--- src/rtl/iqu_pkg.sv ---
package iqu_pkg;
  localparam int HW_W    = 16;
  localparam int LANES   = 8;
  localparam int BEAT_W  = 64;
  localparam int QW_W    = HW_W * LANES;
  localparam int POS_W   = $clog2(LANES);

  typedef struct packed {
    logic [POS_W-1:0] start;
    logic [POS_W-1:0] count;
    logic             oos;
    logic             same;
    logic             ovf;
  } rec_line_t;

  typedef struct packed {
    logic [HW_W-1:0] hw;
    logic            seq;
    logic            ovf;
  } hw_item_t;
endpackage

--- src/rtl/iqu_rec_fifo.sv ---
module iqu_rec_fifo
  import iqu_pkg::*;
#(
  parameter int DEPTH = 4
) (
  input  logic      clk,
  input  logic      rst_n,
  input  logic      clr,
  input  logic      push,
  input  rec_line_t din,
  input  logic      pop,
  output rec_line_t head,
  output logic      empty,
  output logic      full
);
  localparam int AW = $clog2(DEPTH);

  rec_line_t       lines [DEPTH];
  logic [AW-1:0]   wp, rp;
  logic [AW:0]     cnt;
  logic            push_ok, pop_ok;

  assign empty   = (cnt == '0);
  assign full    = (cnt == (AW+1)'(DEPTH));
  assign push_ok = push && !full;
  assign pop_ok  = pop && !empty;
  assign head    = lines[rp];

  always_ff @(posedge clk) begin
    if (push_ok) lines[wp] <= din;
  end

  always_ff @(posedge clk) begin
    if (!rst_n || clr) begin
      wp  <= '0;
      rp  <= '0;
      cnt <= '0;
    end else begin
      if (push_ok) wp <= (wp == AW'(DEPTH-1)) ? '0 : wp + 1'b1;
      if (pop_ok)  rp <= (rp == AW'(DEPTH-1)) ? '0 : rp + 1'b1;
      cnt <= cnt + (AW+1)'(push_ok) - (AW+1)'(pop_ok);
    end
  end


  rec_full_holds_chk: assert property (@(posedge clk) disable iff (!rst_n)
    (full && !pop && !clr) |=> full);
endmodule

--- src/rtl/iqu_hw_queue.sv ---
module iqu_hw_queue
  import iqu_pkg::*;
#(
  parameter int DEPTH = 16
) (
  input  logic                       clk,
  input  logic                       rst_n,
  input  logic                       clr,
  input  logic                       push,
  input  hw_item_t                   din,
  input  logic                       pop,
  output hw_item_t                   head,
  output logic [$clog2(DEPTH):0]     count
);
  localparam int AW = $clog2(DEPTH);

  hw_item_t      slots [DEPTH];
  logic [AW-1:0] wp, rp;
  logic          push_ok, pop_ok;

  assign push_ok = push && (count < (AW+1)'(DEPTH));
  assign pop_ok  = pop && (count != '0);
  assign head    = slots[rp];

  always_ff @(posedge clk) begin
    if (push_ok) slots[wp] <= din;
  end

  always_ff @(posedge clk) begin
    if (!rst_n || clr) begin
      wp    <= '0;
      rp    <= '0;
      count <= '0;
    end else begin
      if (push_ok) wp <= (wp == AW'(DEPTH-1)) ? '0 : wp + 1'b1;
      if (pop_ok)  rp <= (rp == AW'(DEPTH-1)) ? '0 : rp + 1'b1;
      count <= count + (AW+1)'(push_ok) - (AW+1)'(pop_ok);
    end
  end


  hwq_no_overflow_chk: assert property (@(posedge clk) disable iff (!rst_n)
    push |-> (count < (AW+1)'(DEPTH)));


  hwq_hold_chk: assert property (@(posedge clk) disable iff (!rst_n)
    ((count != '0) && !pop && !clr) |=> (head == $past(head)));
endmodule

--- src/rtl/iqu_qw_capture.sv ---
module iqu_qw_capture
  import iqu_pkg::*;
(
  input  logic              clk,
  input  logic              rst_n,
  input  logic              flush,
  input  logic              accept_en,
  input  logic              mem_valid,
  input  logic              mem_upper,
  input  logic              mem_prio,
  input  logic [BEAT_W-1:0] mem_data,
  output logic              mem_ready,
  output logic [QW_W-1:0]   qw,
  output logic              qw_done
);
  logic low_phase, skip, wait_prio, beat, drop_now;

  assign mem_ready = low_phase | accept_en;
  assign beat      = mem_valid & mem_ready;
  assign drop_now  = wait_prio & ~mem_prio;
  assign qw_done   = beat & low_phase & ~skip & ~flush;

  always_ff @(posedge clk) begin
    if (!rst_n) begin
      low_phase <= 1'b0;
      skip      <= 1'b0;
      wait_prio <= 1'b0;
      qw        <= '0;
    end else if (flush) begin
      low_phase <= 1'b0;
      skip      <= 1'b0;
      wait_prio <= 1'b1;
    end else if (beat) begin
      if (!low_phase) begin
        if (mem_upper) begin
          low_phase <= 1'b1;
          skip      <= drop_now;
          if (!drop_now) qw[QW_W-1:BEAT_W] <= mem_data;
        end
      end else begin
        low_phase <= 1'b0;
        if (!skip) begin
          qw[BEAT_W-1:0] <= mem_data;
          wait_prio      <= 1'b0;
        end
      end
    end
  end


  cap_drop_keeps_chk: assert property (@(posedge clk) disable iff (!rst_n)
    (beat && !low_phase && mem_upper && drop_now && !flush)
      |=> (qw[QW_W-1:BEAT_W] == $past(qw[QW_W-1:BEAT_W])));
endmodule

--- src/rtl/iq_unpack.sv ---
module iq_unpack
  import iqu_pkg::*;
#(
  parameter int REC_LINES   = 4,
  parameter int Q_DEPTH     = 16,
  parameter int HELD_LEVELS = 5
) (
  input  logic                   clk,
  input  logic                   rst_n,
  input  logic                   flush,
  input  logic                   rec_valid,
  output logic                   rec_ready,
  input  logic [2:0]             rec_start,
  input  logic [2:0]             rec_count,
  input  logic                   rec_oos,
  input  logic                   rec_same,
  input  logic                   rec_ovf,
  output logic                   rec_full,
  input  logic                   mem_valid,
  output logic                   mem_ready,
  input  logic                   mem_upper,
  input  logic                   mem_prio,
  input  logic [63:0]            mem_data,
  output logic                   out_valid,
  input  logic                   out_ready,
  output logic [15:0]            out_hw,
  output logic                   out_seq,
  output logic                   out_ovf,
  output logic [HELD_LEVELS-1:0] held_ge
);
  localparam int QCW = $clog2(Q_DEPTH) + 1;
  localparam int LW  = POS_W + 1;

  typedef enum logic {ST_IDLE, ST_UNPK} st_t;

  st_t              st;
  logic             fresh, first;
  logic [POS_W-1:0] pos;
  logic [LW-1:0]    left, cnt_eff, room, left_init;
  rec_line_t        head, din_line;
  logic             rec_empty, rec_pop, go, accept_en, qw_done;
  logic [QW_W-1:0]  qw;
  logic [HW_W-1:0]  lane [LANES];
  logic             q_push, q_pop;
  hw_item_t         q_in, q_head;
  logic [QCW-1:0]   q_count;

  assign din_line = '{start: rec_start, count: rec_count, oos: rec_oos,
                      same: rec_same, ovf: rec_ovf};

  iqu_rec_fifo #(.DEPTH(REC_LINES)) u_rec (
    .clk(clk), .rst_n(rst_n), .clr(flush),
    .push(rec_valid && !flush), .din(din_line), .pop(rec_pop),
    .head(head), .empty(rec_empty), .full(rec_full)
  );
  assign rec_ready = !rec_full;

  assign accept_en = (st == ST_IDLE) && !fresh && !(!rec_empty && head.same);

  iqu_qw_capture u_cap (
    .clk(clk), .rst_n(rst_n), .flush(flush), .accept_en(accept_en),
    .mem_valid(mem_valid), .mem_upper(mem_upper), .mem_prio(mem_prio),
    .mem_data(mem_data), .mem_ready(mem_ready), .qw(qw), .qw_done(qw_done)
  );

  for (genvar g = 0; g < LANES; g++) begin : g_lane
    assign lane[g] = qw[QW_W-1-HW_W*g -: HW_W];
  end

  assign cnt_eff   = (head.count == '0) ? LW'(LANES) : {1'b0, head.count};
  assign room      = LW'(LANES) - {1'b0, head.start};
  assign left_init = (cnt_eff < room) ? cnt_eff : room;
  assign go        = (st == ST_IDLE) && !rec_empty && (head.same || fresh);

  assign q_push  = (st == ST_UNPK) && (q_count < QCW'(Q_DEPTH)) && !flush;
  assign rec_pop = q_push && (left == LW'(1));
  assign q_in    = '{hw: lane[pos], seq: first & head.oos, ovf: first & head.ovf};

  always_ff @(posedge clk) begin
    if (!rst_n || flush) begin
      st    <= ST_IDLE;
      fresh <= 1'b0;
      first <= 1'b0;
      pos   <= '0;
      left  <= '0;
    end else begin
      if (qw_done) fresh <= 1'b1;
      case (st)
        ST_IDLE: if (go) begin
          st    <= ST_UNPK;
          pos   <= head.start;
          left  <= left_init;
          first <= 1'b1;
        end
        ST_UNPK: if (q_push) begin
          pos   <= pos + 1'b1;
          left  <= left - 1'b1;
          first <= 1'b0;
          if (left == LW'(1)) begin
            st <= ST_IDLE;
            if (!head.same) fresh <= 1'b0;
          end
        end
        default: st <= ST_IDLE;
      endcase
    end
  end

  assign out_valid = (q_count != '0);
  assign q_pop     = out_valid && out_ready && !flush;

  iqu_hw_queue #(.DEPTH(Q_DEPTH)) u_q (
    .clk(clk), .rst_n(rst_n), .clr(flush), .push(q_push), .din(q_in),
    .pop(q_pop), .head(q_head), .count(q_count)
  );

  assign out_hw  = q_head.hw;
  assign out_seq = q_head.seq;
  assign out_ovf = q_head.ovf;

  for (genvar k = 0; k < HELD_LEVELS; k++) begin : g_held
    assign held_ge[k] = (q_count >= QCW'(k + 1));
  end


  fresh_blocks_mem_chk: assert property (@(posedge clk) disable iff (!rst_n)
    fresh |-> !mem_ready);


  flush_empties_chk: assert property (@(posedge clk) disable iff (!rst_n)
    flush |=> ((held_ge == '0) && !rec_full && !out_valid && mem_ready));


  unpack_bound_chk: assert property (@(posedge clk) disable iff (!rst_n)
    (st == ST_UNPK) |-> (({1'b0, pos} + {1'b0, left}) <= (LW+1)'(LANES)));
endmodule

--- config.mk ---
export PLATFORM = sky130hd
export DESIGN_NAME = iq_unpack
export DESIGN_NICKNAME = d
export VERILOG_FILES = /design/src/rtl/iqu_pkg.sv /design/src/rtl/iqu_rec_fifo.sv /design/src/rtl/iqu_hw_queue.sv /design/src/rtl/iqu_qw_capture.sv /design/src/rtl/iq_unpack.sv
export SDC_FILE = /design/constraint.sdc
export NUM_CORES = 1
export LEC_CHECK = 0
export ABC_CLOCK_PERIOD_IN_PS = 5400
export CORE_MARGIN = 2
export CORE_UTILIZATION = 34
export CTS_CLUSTER_DIAMETER = 100
export DETAILED_ROUTE_END_ITERATION = 10
export DONT_BUFFER_PORTS = 1
export PLACE_DENSITY = 0.58
export SLEW_MARGIN = 20
export SYNTH_ARGS = -nofsm -noshare
export SYNTH_HDL_FRONTEND = slang
export SYNTH_SLANG_ARGS = --single-unit
--- constraint.sdc ---
create_clock -name clk -period 5.4 [get_ports clk]
set_input_delay 1.35 -clock clk [delete_from_list [all_inputs] [get_ports clk]]
set_output_delay 1.35 -clock clk [all_outputs]
set_load 0.05 [all_outputs]
==> results of run 1 <==
## metrics by stage
stage | instance area (um^2) | utilization (%) | hold WS (ns) | power (mW) | cells
floorplan | 20100 | - | 0.432 | 4.36 | 1349
global placement | 20900 | 35.7 | 0.439 | 4.39 | 2058
detailed placement | 20900 | 35.7 | 0.446 | 4.40 | 2058
CTS | 22800 | 38.9 | 0.454 | 8.25 | 2160
global route | 22800 | 38.9 | 0.463 | 8.42 | 2160
finish | 22800 | 38.9 | 0.451 | 8.16 | 2161
## worst reg2reg max path: cells and delay by family, from the launching register on
kind / cells / cell delay [ns]
AOI/OAI and AO/OA: 2 / 0.23
DFF: 1 / 0.36
adders and majority gates: 4 / 1.09
buffers and inverters: 2 / 0.18
and+or+nand+nor: 4 / 1.58
## cells in the mapped netlist (all sizes together) (2+ instances only)
cell type,count
mux2i,6
nor3,9
a41oi,2
a211oi,2
xnor2,3
dfxtp,167
or3,6
nor2,35
o22ai,2
mux2,16
nand3b,3
mux4,131
a21boi,129
a31oi,2
clkinv,2
a22oi,2
buf,27
and2,12
or2,3
inv,25
fa,2
nor2b,5
xor2,5
a311oi,3
clkbuf,53
nand3,4
a21oi,20
o211ai,4
nand2,289
edfxtp,324
nand2b,7
o21ai,10
ha,31
## area by class of cell
cell class | count | area [um^2]
diodes | 1 | 2.50
clock buffers | 62 | 1380
clock inverters | 40 | 498
fillers | 5413 | 35900
inverters | 27 | 101
multi-input cells | 751 | 6650
flip-flops and latches | 491 | 13100
well taps | 773 | 967
repair buffers | 16 | 133
## placed cells by master, fill, tap and decap left out, drive strengths merged, types with 9 or more instances in the layout
cell	netlist	routed
mux4	131	131
dfxtp	167	167
inv	25	29
nor3	9	9
nor2	35	35
and2	12	12
a21boi	129	129
buf	27	16
bufinv	0	9
clkbuf	53	62
edfxtp	324	324
nand2	289	289
mux2	16	16
clkinv	2	24
o21ai	10	10
ha	31	31
a21oi	20	20
## final timing paths
check,startpoint,to,slack [ns],depth (start not counted)
setup / recovery,flop,out_hw[0],1.04,3
hold / removal,u_cap.qw[107],u_cap.qw[107],0.45,2
setup reg to reg,u_q.count[2],u_q.count[4],1.90,12
hold reg to reg,u_cap.qw[107],u_cap.qw[107],0.45,2
## cell families (layout without fill, tap and decap cells)
family	Yosys count	in the layout	synth area share [%]
DFF	491	491	65.0
and+or+nand+nor	377	377	7.73
AOI/OAI and AO/OA	180	180	6.40
muxes	153	153	15.9
buffers and inverters	107	145	2.50
adders and majority gates	33	33	2.13
xor gates and xnor gates	8	8	0.349
other	0	1	0
## report_power, final
group	internal (mW)	switching (mW)
clock	2.29	1.55
sequential	4.01	0.0198
combinational	0.100	0.185
## state kept, by name (all words and copies together), names as in the netlist, named ones only
name,flops
u_cap.low_phase,1
u_cap.qw,128
u_cap.skip,1
left,4
u_rec.cnt,3
u_q.slots,288
u_q.rp,4
u_q.wp,4
u_cap.wait_prio,1
u_rec.lines,36
u_q.count,5
first,1
u_rec.wp,2
fresh,1
st,1
u_rec.rp,2
pos,3
## routing by layer
layer	vias to the layer above	wire [um]	global-route usage, %
met5	-	0	0
met4	0	1020	4.68
met3	65	2960	4.04
met2	254	21100	23.5
met1	5593	20200	20.3
li1	5017	-	-
==> results_dict.tcl, run 1 <==
set metrics [dict create \
    outcome "finished, final reports clean" \
    hold_path.class "flop to flop" \
    yosys_warnings 0 \
    yosys_register_bits 491 \
    start_kind "flop" \
    setup_viol_count_final 0 \
    synthCells 1349 \
    synth_largest_area_cell "edfxtp_1" \
    htreeDepth 2 \
    fin_skew_ns 0.0308 \
    drive_gt1_share_pct 19.6 \
    track_usage_pct 15.0 \
    cp_slowest_cell "dfxtp_2" \
    seq_area_frac_synth_pct 65.0 \
    num_vias 10900 \
    cts_buffers 54 \
    cts_tree "yes" \
    cts_resized 0 \
    routedWlPerCell_um 20.9 \
    vias_per_cell 5.06 \
    synth.area.top_cells "edfxtp_1, dfxtp_1, mux4_2" \
    io_buffers 0 \
    synth_fp_nets 1463 \
    cts-root-buf "clkbuf_16" \
    p_leak_nw 7.00 \
    worst_skew_pair.late_latency_ns 0.63 \
    final-hold-violation-count 0 \
    nets 1455 \
    worstSetupEndpointType "primary output" \
    drv_slew 0 \
    synth_top_area_share_pct 48.4 \
    cp_max_fo 30 \
    area.growth.synth_to_final_pct 13.5 \
    synth_area_um2 20100 \
    grt_overflow 0 \
    period_needed_ns 4.36 \
    crit_path_cell_trace "buf_4 > mux4_2 > mux4_2" \
    drtAntennaViolNets 0 \
    post-cts-setup-buffers 0 \
    gp_congestion 0.742 \
    dp_hpwl_um 26800 \
    synth_edf_count 324 \
    core_um2 58700 \
    die_h_um 247 \
    die_w_um 247 \
    clockBufferDepth 3 \
    rows 89 \
    antenna_found_initial 0 \
    grt_max_degree 132 \
    rsz0062_at_grt "false" \
    dieArea_um2 61100 \
    yosysUniqueCellTypes 45 \
    worst_ep_arrival_time_ns 3.01 \
    route.detailed.drc 0 \
    async_flop_share_pct 0 \
    grt_pass1_vias 11100 \
    cp.required_ns 4.05 \
    synth.avg_cell_area_um2 14.9 \
    first_pass_iters 5 \
    critical_path.most_common_cell "mux4_2" \
    wirelength_um 45300 \
    grt_pass1_wl_um 68800 \
    tns_ns 0 \
    start_util_pct 34.3 \
    cts.clk_slew.worst_paths_ns 0.06 \
    place_ws_ns 1.63 \
    ir_drop_v 0.000264 \
    critPathMaxStageDelay_ns 0.82 \
    crit_type "flop to primary output" \
    critical_path.top_delay_family "multiplexers" \
    drt_iter0_markers 620 \
    cts_hold_buf 0 \
    worst_slew_pin_slew_ns 1.12 \
    max_freq_mhz 229 \
    power.density_nw_per_um2 358 \
    clock_sinks 491 \
    ys.flop_type "edfxtp_1" \
    crit_buf_inv 1 \
    ios 108 \
    fin_ws_ns 1.04 \
    layout_worst_path_cycle_share_pct 80.7 \
    cap_violations 0 \
    relSlewSlack_pct 26.9 \
]
Note: power is estimated with default switching activity, not from simulation.
==> run 2, diff against run 1 <==
Settings changed: ABC_CLOCK_PERIOD_IN_PS 5400 to 4300.
Clock period 5.4 ns to 4.3 ns, I/O delays scaled along.
==> run 2 against run 1 <==
Worst setup slack worse by 0.62 ns. Sequential share of layout area is 0.37 points higher. Power is 20% higher. Count of clock-buffer cells in the layout is 2 higher. Sequential power is 26% higher. Critical path type unchanged.
==> results_dict.tcl, run 2 (same netlist as run 1, synthesis figures left out) <==
set metrics [dict create \
    layout_worst_path_cycle_share_pct 90.1 \
    dieArea_um2 61100 \
    final_common_cell "edfxtp_1" \
    crit_path_cell_trace "buf_4 > mux4_2 > mux4_2" \
    cp_slowest_cell "mux4_2" \
    worst_skew_pair.late_latency_ns 0.62 \
    nets 1465 \
    power.density_nw_per_um2 433 \
    clockBufferDepth 3 \
    dp_hpwl_um 26100 \
    place_ws_ns 0.814 \
    fin_total_pwr_mw 9.81 \
    area.growth.synth_to_final_pct 12.8 \
    final-hold-violation-count 0 \
    die_h_um 247 \
    first_pass_iters 5 \
    finalInstanceArea_um2 22700 \
    ios 108 \
    track_usage_pct 15.0 \
    instances_no_fill 2158 \
    grt_overflow 0 \
    diodes 0 \
    cap_violations 0 \
    placed_area_um2 21000 \
    num_vias 10900 \
    largest_reg_flops 288 \
    core_um2 58700 \
    crit_type "flop to primary output" \
    clock_sinks 491 \
    swShare_pct 21.6 \
    timing.rr.start "u_q.count[2]" \
    critPathMaxStageDelay_ns 0.67 \
    fin_skew_ns 0.0485 \
    cp_max_fo 18 \
    grt_max_degree 132 \
    vias_per_cell 5.04 \
    worst_ep_arrival_time_ns 2.80 \
    drv_slew 0 \
    cts_hold_buf 0 \
    crit_buf_inv 1 \
    critical_path.most_common_cell "mux4_2" \
    met1_length_um 20000 \
    dr_wl_met2_um 20900 \
    p_clk_share_pct 44.7 \
    drt_iter0_markers 594 \
    ir_drop_v 0.000325 \
    layout_common_cells "edfxtp_1, nand2_1, dfxtp_1" \
    critical_path.top_delay_family "multiplexers" \
    cp.required_ns 3.22 \
    relSlewSlack_pct 30.9 \
    period_needed_ns 3.88 \
    io_buffers 0 \
    place_inst 2071 \
    rows 89 \
    tns_ns 0 \
    cts_resized 0 \
    top_layer "met5" \
    drive_gt1_share_pct 20.2 \
    cts_tree "yes" \
    power_frac_seq_pct 51.6 \
    start_kind "flop" \
    hold_path.class "flop to flop" \
    max_freq_mhz 258 \
    die_w_um 247 \
    wirelength_um 44700 \
    reg.largest.list "u_q.slots x288, u_cap.qw x128, u_rec.lines x36" \
    rsz0062_at_grt "false" \
    outcome "finished, final reports clean" \
    cts-root-buf "clkbuf_16" \
    regMostFlops "u_q.slots" \
    p_leak_nw 7.04 \
    drtAntennaViolNets 0 \
    cts_buffers 51 \
    htreeDepth 2 \
    antenna_found_initial 1 \
    route.detailed.drc 0 \
    combPwrFrac_pct 3.7 \
    grt_pass1_wl_um 69000 \
    power.internal_mw 7.69 \
    worst_slew_pin_slew_ns 1.03 \
    fin_ws_ns 0.424 \
    wl_met3_um 2890 \
    post-cts-setup-buffers 0 \
    worstSetupEndpointType "primary output" \
    p_sw_mw 2.12 \
    gp_congestion 0.730 \
    cts.clk_slew.worst_paths_ns 0.06 \
    grt_pass1_vias 11300 \
    min_from "u_cap.qw[124]" \
    setup_viol_count_final 0 \
    start_util_pct 34.3 \
    routedWlPerCell_um 20.7 \
]
run 2: per-layer routing:
metal | global-route usage [%] | vias to the layer above
li1 | - | 5023
met1 | 20.2 | 5565
met2 | 24.0 | 220
met3 | 3.78 | 58
met4 | 4.29 | 2
met5 | 0 | -
run 2: layout make-up:
| cell class | instances | area [um^2] |
|---|---|---|
| clock buffer | 64 | 1420 |
| sequential | 491 | 13100 |
| fill | 5401 | 36000 |
| timing repair buffer | 29 | 255 |
| inverter | 27 | 101 |
| clock inverter | 23 | 244 |
| tap | 773 | 967 |
| multi-input combinational | 751 | 6600 |
run 2: power by group through the flow:
stage | Combinational (mW) | Sequential (mW) | Clock [mW]
after floorplan | 0.323 | 5.15 | 0
final | 0.366 | 5.06 | 4.38
after detailed placement | 0.369 | 5.17 | 0
after global routing | 0.399 | 5.07 | 4.71
after CTS | 0.370 | 5.06 | 4.52
after global placement | 0.361 | 5.16 | 0
run 2: per-stage QoR:
step / hold WS [ns] / utilization (%)
3_3_place_gp: 0.440 / 35.8
3_5_place_dp: 0.446 / 35.8
5_1_grt: 0.476 / 38.6
2_1_floorplan: 0.432 / -
6_report: 0.451 / 38.6
4_1_cts: 0.454 / 38.6
run 2: worst min-delay path, stage by stage (launching register included):
cell	delay, ns
dfxtp_1	0.31
nand2_1	0.05
a21boi_1	0.05
run 2: final timing paths:
check / endpoint / slack [ns] / depth (start not counted)
max: out_hw[12] / 0.42 / 3
min: u_cap.qw[124] / 0.45 / 2
max reg2reg: u_q.count[4] / 0.79 / 12
min reg2reg: u_cap.qw[124] / 0.45 / 2
